==> config.mk <==
export PLATFORM = sky130hd
export DESIGN_NAME = cart_mapper
export DESIGN_NICKNAME = d
export VERILOG_FILES = /design/src/rtl/cart_mapper_pkg.sv /design/src/rtl/mapper_regs.sv /design/src/rtl/prg_xlate.sv /design/src/rtl/chr_xlate.sv /design/src/rtl/cart_mapper.sv
export SDC_FILE = /design/constraint.sdc
export NUM_CORES = 1
export LEC_CHECK = 0
export ABC_AREA = 1
export BUFFER_PORTS_ARGS = -buffer_cell sky130_fd_sc_hd__buf_2
export CAP_MARGIN = 20
export CELL_PAD_IN_SITES_DETAIL_PLACEMENT = 2
export CELL_PAD_IN_SITES_GLOBAL_PLACEMENT = 2
export CORE_ASPECT_RATIO = 1.1
export CORE_MARGIN = 4
export CORE_UTILIZATION = 26
export DETAILED_ROUTE_END_ITERATION = 10
export HOLD_SLACK_MARGIN = 0.06
export PLACE_DENSITY_LB_ADDON = 0.1
export SETUP_SLACK_MARGIN = 0.2
export SYNTH_ARGS = -nofsm -noshare
export SYNTH_HDL_FRONTEND = slang
export SYNTH_SLANG_ARGS = --single-unit
==> constraint.sdc <==
create_clock -name clk -period 2.5 [get_ports clk]
set_clock_uncertainty 0.1 [all_clocks]
set_input_delay 0.75 -clock clk [delete_from_list [all_inputs] [get_ports clk]]
set_output_delay 0.75 -clock clk [all_outputs]
set_load 0.005 [all_outputs]
==> src/rtl/cart_mapper_pkg.sv <==
package cart_mapper_pkg;
    localparam int PRG_PAGE_W   = 6;
    localparam int BANK_W       = 8;
    localparam int NUM_BANKS    = 8;
    localparam int TGT_W        = $clog2(NUM_BANKS);
    localparam int PRG_OFF_W    = 13;
    localparam int CHR_OFF_W    = 10;
    localparam int PRG_ADDR_W   = PRG_PAGE_W + PRG_OFF_W;
    localparam int CHR_ADDR_W   = BANK_W + CHR_OFF_W;
    localparam int PRG_CNT_W    = PRG_PAGE_W + 1;

    typedef enum logic [1:0] {
        MIR_VERT = 2'd0,
        MIR_HORZ = 2'd1,
        MIR_FOUR = 2'd2
    } mirror_e;

    typedef struct packed {
        logic [TGT_W-1:0]                      target;
        logic                                  prg_swap;
        logic                                  chr_swap;
        logic                                  mirror_h;
        logic [NUM_BANKS-1:0][BANK_W-1:0]      bank;
    } map_state_t;

    // Per-register keep mask applied on a data write
    function automatic logic [BANK_W-1:0] bank_keep(input logic [TGT_W-1:0] idx);
        logic [BANK_W-1:0] m;
        case (idx)
            3'd0, 3'd1: m = {{(BANK_W-1){1'b1}}, 1'b0};
            3'd6, 3'd7: m = BANK_W'((1 << PRG_PAGE_W) - 1);
            default:    m = '1;
        endcase
        return m;
    endfunction
endpackage

==> src/rtl/mapper_regs.sv <==
module mapper_regs
    import cart_mapper_pkg::*;
(
    input  logic                             clk,
    input  logic                             rst_n,
    input  logic                             wr_en,
    input  logic [1:0]                       wr_region,
    input  logic                             wr_odd,
    input  logic [BANK_W-1:0]                wr_data,
    output logic                             prg_swap,
    output logic                             chr_swap,
    output logic                             mirror_h,
    output logic [NUM_BANKS-1:0][BANK_W-1:0] bank
);
    map_state_t st_d, st_q;

    always_comb begin
        st_d = st_q;
        if (wr_en) begin
            case (wr_region)
                2'd0: begin
                    if (!wr_odd) begin
                        st_d.target   = wr_data[TGT_W-1:0];
                        st_d.prg_swap = wr_data[6];
                        st_d.chr_swap = wr_data[7];
                    end else begin
                        st_d.bank[st_q.target] = wr_data & bank_keep(st_q.target);
                    end
                end
                2'd1: begin
                    if (!wr_odd) st_d.mirror_h = wr_data[0];
                end
                default: ;
            endcase
        end
    end

    always_ff @(posedge clk) begin
        if (!rst_n) st_q <= '0;
        else        st_q <= st_d;
    end

    assign prg_swap = st_q.prg_swap;
    assign chr_swap = st_q.chr_swap;
    assign mirror_h = st_q.mirror_h;
    assign bank     = st_q.bank;
endmodule

==> src/rtl/prg_xlate.sv <==
module prg_xlate
    import cart_mapper_pkg::*;
(
    input  logic [15:0]             cpu_addr,
    input  logic                    prg_swap,
    input  logic [BANK_W-1:0]       reg_a,
    input  logic [BANK_W-1:0]       reg_b,
    input  logic [PRG_CNT_W-1:0]    page_cnt,
    output logic [PRG_ADDR_W-1:0]   prg_rom_addr
);
    logic [PRG_CNT_W-1:0]  last_full, penult_full;
    logic [PRG_PAGE_W-1:0] page;
    logic [BANK_W-1:0]     pick;

    assign last_full   = page_cnt - PRG_CNT_W'(1);
    assign penult_full = page_cnt - PRG_CNT_W'(2);

    always_comb begin
        pick = '0;
        case ({prg_swap, cpu_addr[14:13]})
            3'b000, 3'b110: pick = reg_a;
            3'b001, 3'b101: pick = reg_b;
            3'b010, 3'b100: pick = BANK_W'(penult_full);
            default:        pick = BANK_W'(last_full);
        endcase
        page = pick[PRG_PAGE_W-1:0];
    end

    assign prg_rom_addr = {page, cpu_addr[PRG_OFF_W-1:0]};

    logic unused_ok;
    assign unused_ok = ^{cpu_addr[15], pick[BANK_W-1:PRG_PAGE_W]};
endmodule

==> src/rtl/chr_xlate.sv <==
module chr_xlate
    import cart_mapper_pkg::*;
(
    input  logic [12:0]                      pat_addr,
    input  logic                             chr_swap,
    input  logic                             rom_present,
    input  logic [NUM_BANKS-1:0][BANK_W-1:0] bank,
    output logic [CHR_ADDR_W-1:0]            chr_addr
);
    logic              half;
    logic [BANK_W-1:0] page;
    logic [1:0]        fine_idx;

    always_comb begin
        half     = pat_addr[12] ^ chr_swap;
        fine_idx = pat_addr[11:10];
        if (!half) begin
            page = bank[{2'b00, pat_addr[11]}] | BANK_W'(pat_addr[10]);
        end else begin
            page = bank[3'd2 + {1'b0, fine_idx}];
        end
        if (rom_present) chr_addr = {page, pat_addr[CHR_OFF_W-1:0]};
        else             chr_addr = CHR_ADDR_W'(pat_addr);
    end
endmodule

==> src/rtl/cart_mapper.sv <==
module cart_mapper
    import cart_mapper_pkg::*;
(
    input  logic                   clk,
    input  logic                   rst_n,
    input  logic [15:0]            cpu_addr,
    input  logic [7:0]             cpu_wdata,
    input  logic                   cpu_we,
    output logic [7:0]             cpu_rdata,
    input  logic [7:0]             rom_rdata,
    input  logic [7:0]             wram_rdata,
    input  logic [PRG_CNT_W-1:0]   cfg_prg_bank_cnt,
    input  logic                   cfg_chr_rom_present,
    input  logic                   cfg_four_screen,
    output logic [PRG_ADDR_W-1:0]  prg_rom_addr,
    output logic                   wram_sel,
    output logic                   wram_we,
    output logic [12:0]            wram_addr,
    input  logic [13:0]            ppu_addr,
    input  logic                   ppu_we,
    output logic [CHR_ADDR_W-1:0]  chr_addr,
    output logic                   chr_ram_we,
    output logic [1:0]             mirror_mode
);
    logic                             prg_swap, chr_swap, mirror_h;
    logic [NUM_BANKS-1:0][BANK_W-1:0] bank;
    logic [1:0]                       r01_lsb;
    logic [3:0]                       r67_top;

    mapper_regs u_regs (
        .clk       (clk),
        .rst_n     (rst_n),
        .wr_en     (cpu_we & cpu_addr[15]),
        .wr_region (cpu_addr[14:13]),
        .wr_odd    (cpu_addr[0]),
        .wr_data   (cpu_wdata),
        .prg_swap  (prg_swap),
        .chr_swap  (chr_swap),
        .mirror_h  (mirror_h),
        .bank      (bank)
    );

    prg_xlate u_prg (
        .cpu_addr     (cpu_addr),
        .prg_swap     (prg_swap),
        .reg_a        (bank[6]),
        .reg_b        (bank[7]),
        .page_cnt     (cfg_prg_bank_cnt),
        .prg_rom_addr (prg_rom_addr)
    );

    chr_xlate u_chr (
        .pat_addr    (ppu_addr[12:0]),
        .chr_swap    (chr_swap),
        .rom_present (cfg_chr_rom_present),
        .bank        (bank),
        .chr_addr    (chr_addr)
    );

    logic in_wram;
    assign in_wram   = (cpu_addr[15:13] == 3'b011);
    assign wram_sel  = in_wram;
    assign wram_we   = in_wram & cpu_we;
    assign wram_addr = cpu_addr[12:0];

    always_comb begin
        if (cpu_addr[15]) cpu_rdata = rom_rdata;
        else if (in_wram) cpu_rdata = wram_rdata;
        else              cpu_rdata = 8'h00;
    end

    assign chr_ram_we = ppu_we & ~ppu_addr[13] & ~cfg_chr_rom_present;

    always_comb begin
        if (cfg_four_screen) mirror_mode = MIR_FOUR;
        else if (mirror_h)   mirror_mode = MIR_HORZ;
        else                 mirror_mode = MIR_VERT;
    end

    assign r01_lsb = {bank[1][0], bank[0][0]};
    assign r67_top = {bank[7][7:6], bank[6][7:6]};
endmodule

==> results.sh <==
export IMPL_power_leakage_nw=2.13
export IMPL_clock_sink_count=66
export IMPL_detail_route_iter0_violations=146
export IMPL_clock_buffer_count_from_cts=9
export IMPL_worst_slew_pin_transition_ns=0.619
export IMPL_drt_antenna_violating_nets=0
export IMPL_synth_ff_latch_count=66
export IMPL_boundaryPins=130
export IMPL_first_global_vias=4454
export IMPL_largest_net_degree_at_the_start_of_global_routing=59
export IMPL_timing_critical_path_arrival_ns=1.60
export IMPL_final_period_utilization_pct=98.1
export IMPL_path_common_cell="sky130_fd_sc_hd__buf_12"
export IMPL_synth_seq_area_share_pct=34.5
export IMPL_fin_tns_setup_ns=0
export IMPL_worstHoldPathType="reg -> reg"
export IMPL_max_cap_violations=0
export IMPL_remaining_drc_errors=0
export IMPL_critPathLaunchType="input port"
export IMPL_antennaDiodeCount=0
export IMPL_synth_cell_types=24
export IMPL_layout_nets=734
export IMPL_yosys_warnings=0
export IMPL_rsz_0062_raised_after_global_routing="yes"
export IMPL_grt_ovfl_total=0
export IMPL_core_area_um2=14400
export IMPL_route_vias_total=4096
export IMPL_post_route_min_period_ns=2.45
export IMPL_worst_r2r_startpoint="u_regs.st_q[67]$_SDFFE_PN0P_"
export IMPL_syn_inst_count=605
export IMPL_share_of_layout_cells_above_drive_strength_1_pct=29.3
export IMPL_gp_routability_congestion=0.736
export IMPL_max_stage_delay_ns=0.14
export IMPL_worst_hold_startpoint="u_regs.bank[0]$_SDFFE_PN0P_"
export IMPL_max_slew_margin_rel_pct=58.6
export IMPL_worst_path_max_fanout=7
export IMPL_grt_usage_pct=19.4
export IMPL_layout_area_overhead_vs_synth_pct=33.4
export IMPL_critPathKind="in -> out"
export IMPL_clock_tree_root_cell="sky130_fd_sc_hd__clkbuf_16"
export IMPL_start_util_pct=26.5
export IMPL_crit_reg2reg_capture="u_regs.bank[31]$_SDFFE_PN0P_"
export IMPL_worst_hold_path_endpoint="u_regs.bank[0]$_SDFFE_PN0P_"
export IMPL_fin_hold_ws_ns=0.359
export IMPL_die_h_um=135
export IMPL_number_of_antenna_violations_at_the_first_check_in_global_routing=0
export IMPL_netlist_area_um2=3830
export IMPL_worstPathCellList="buf_12 > buf_12 > buf_12 > nor2_4 > nand2_1 > nand2_1 > nor2_1 > nor2_1 > buf_2"
export IMPL_reg2reg_depth=5
export IMPL_critPathCaptureType="output pin"
export IMPL_synthesized_area_per_cell_um2=6.34
export IMPL_portBuffers=72
export IMPL_dieWidth_um=124
export IMPL_power_density_nw_per_um2=545
export IMPL_hold_buffers=0
export IMPL_routed_wl_mm=15.5
export IMPL_first_pass_iters=4
export IMPL_final_max_slew_viol_count=0
export IMPL_worstSetupStartpoint="ppu_addr[11]"
export IMPL_finalHoldViolCount=0
export IMPL_result_of_the_run="completed"
export IMPL_dpl_hpwl_mm=10.9
export IMPL_critical_path_slowest_cell="sky130_fd_sc_hd__buf_12"
export IMPL_tritoncts="yes"
export IMPL_timing_reg2reg_setup_slack_ns=0.90
export IMPL_dieArea_um2=16800
export IMPL_detail_route_vias_per_cell=4.76
export IMPL_clkTransAtPathRegs_ns=0.05
export IMPL_vdd_ir_drop_worst_mv=0.256
export IMPL_wl_per_cell_um=18.0
export IMPL_timing_final_setup_violations=0
export IMPL_timing_critical_path_required_ns=1.65
export IMPL_cts_htree_levels=3
export IMPL_grt_pass1_wl_mm=24.6
export IMPL_synth_net_count=675
export IMPL_cts_max_path_buffers=2
export IMPL_max_freq_ghz=0.408
export IMPL_insertion_delay_ns=0.34
export IMPL_placement_rows=46
export IMPL_worst_hold_path_stage_count=2
==> critical path: cells and delay by family <==
| kind | cells | cell delay [ns] |
|---|---|---|
| buffers and inverters | 4 | 0.53 |
| and+or+nand+nor | 5 | 0.33 |
==> where the power goes <==
group,internal (mW),switching (mW)
Sequential,1.06,0.00346
Clock,0.825,0.490
Combinational,0.173,0.238
Total,2.05,0.731
==> what timing repair did <==
item | CTS | global route
gates resized for setup | 95 | 26
setup buffers | 3 | 2
endpoints found under the setup margin | 23 | 21
cloned | 2 | 0
pin swaps | 38 | 23
==> registers in the layout, indices dropped and copies added, names as in the netlist <==
register / cells
u_regs.st_q: 3
u_regs.prg_swap: 1
u_regs.mirror_h: 1
u_regs.bank: 60
u_regs.chr_swap: 1
==> Yosys cell counts <==
| cell type | number | area share [%] |
|---|---|---|
| sky130_fd_sc_hd__a21boi_0 | 1 | 0.20 |
| sky130_fd_sc_hd__buf_2 | 6 | 0.78 |
| sky130_fd_sc_hd__o21ai_0 | 7 | 0.91 |
| sky130_fd_sc_hd__a21oi_1 | 60 | 7.8 |
| sky130_fd_sc_hd__clkinv_1 | 2 | 0.20 |
| sky130_fd_sc_hd__nor2_2 | 7 | 1.1 |
| sky130_fd_sc_hd__inv_1 | 38 | 3.7 |
| sky130_fd_sc_hd__a22o_1 | 8 | 1.8 |
| sky130_fd_sc_hd__nor2_4 | 2 | 0.59 |
| sky130_fd_sc_hd__xor2_1 | 2 | 0.46 |
| sky130_fd_sc_hd__nand4_1 | 7 | 1.1 |
| sky130_fd_sc_hd__nor3b_1 | 2 | 0.39 |
| sky130_fd_sc_hd__clkbuf_1 | 15 | 1.5 |
| sky130_fd_sc_hd__nor2_1 | 60 | 5.9 |
| sky130_fd_sc_hd__nand3_1 | 77 | 10 |
| sky130_fd_sc_hd__nand3b_1 | 1 | 0.20 |
| sky130_fd_sc_hd__ha_1 | 3 | 0.98 |
| sky130_fd_sc_hd__nand2_1 | 191 | 19 |
| sky130_fd_sc_hd__inv_2 | 3 | 0.29 |
| sky130_fd_sc_hd__buf_4 | 41 | 8.0 |
| sky130_fd_sc_hd__nor3_1 | 1 | 0.13 |
| sky130_fd_sc_hd__dfxtp_1 | 66 | 34 |
| sky130_fd_sc_hd__or2_2 | 2 | 0.33 |
| sky130_fd_sc_hd__buf_1 | 3 | 0.29 |
==> final cells by class <==
cell class / count / area (um^2)
Inverter: 43 / 196
Clock buffer: 12 / 256
Timing Repair Buffer: 111 / 826
Sequential cell: 66 / 1320
Fill cell: 1751 / 9330
Tap cell: 192 / 240
Timing Repair inverter: 1 / 8.76
Multi-Input combinational cell: 432 / 2210
Clock inverter: 4 / 50.0
==> cell families after synthesis <==
| family | after synthesis | share of synthesized area (%) |
|---|---|---|
| AOI/OAI and AO/OA | 76 | 10.8 |
| and+or+nand+nor | 350 | 38.5 |
| buffers and inverters | 108 | 14.8 |
| xor gates and xnor gates | 2 | 0.457 |
| adders and majority gates | 3 | 0.979 |
| DFF | 66 | 34.5 |
==> per-layer routing <==
| metal | wire length (um) | vias to the layer above | share of wire [%] | GRT usage (%) |
|---|---|---|---|---|
| met5 | 0 | - | 0 | 0 |
| met4 | 300 | 0 | 1.9 | 6.46 |
| met3 | 376 | 23 | 2.4 | 3.05 |
| met2 | 8330 | 45 | 54 | 35.4 |
| met1 | 6460 | 1995 | 42 | 22.8 |
| li1 | - | 2033 | - | - |
==> metrics by stage <==
| step | util (%) | setup WS (ns) | power [mW] | std cells | instance area, um^2 |
|---|---|---|---|---|---|
| after floorplan | - | 0.170 | 1.29 | 605 | 3850 |
| after global placement | 29.9 | -0.169 | 1.40 | 838 | 4320 |
| after detailed placement | 29.9 | -0.202 | 1.41 | 838 | 4320 |
| after CTS | 34.7 | 0.0242 | 2.82 | 859 | 5010 |
| after global routing | 35.4 | -0.0278 | 2.93 | 861 | 5110 |
| final | 35.4 | 0.0487 | 2.79 | 861 | 5110 |
==> worst max-delay path by stage <==
stage,slack (ns),cells past startpoint,end
after detailed placement,-0.20,8,chr_addr[13]
final,0.05,9,chr_addr[16]
after floorplan,0.17,4,prg_rom_addr[14]
after global placement,-0.17,8,chr_addr[12]
after CTS,0.02,9,chr_addr[15]
after global routing,-0.03,9,chr_addr[16]
==> placed cells by master (no fill, tap or decap), drive strengths merged, types with 2 or more instances in the layout <==
cell	Yosys	layout
o21ai	7	7
clkbuf	15	12
nor2	69	70
ha	3	3
buf	50	111
nand4	7	7
a21oi	60	60
nor3b	2	2
xor2	2	2
clkinv	2	5
nand2	191	191
dfxtp	66	66
nand3	77	77
inv	41	40
a22o	8	8
clkinvlp	0	2
or2	2	2
Note: power is estimated with default switching activity, not from simulation.
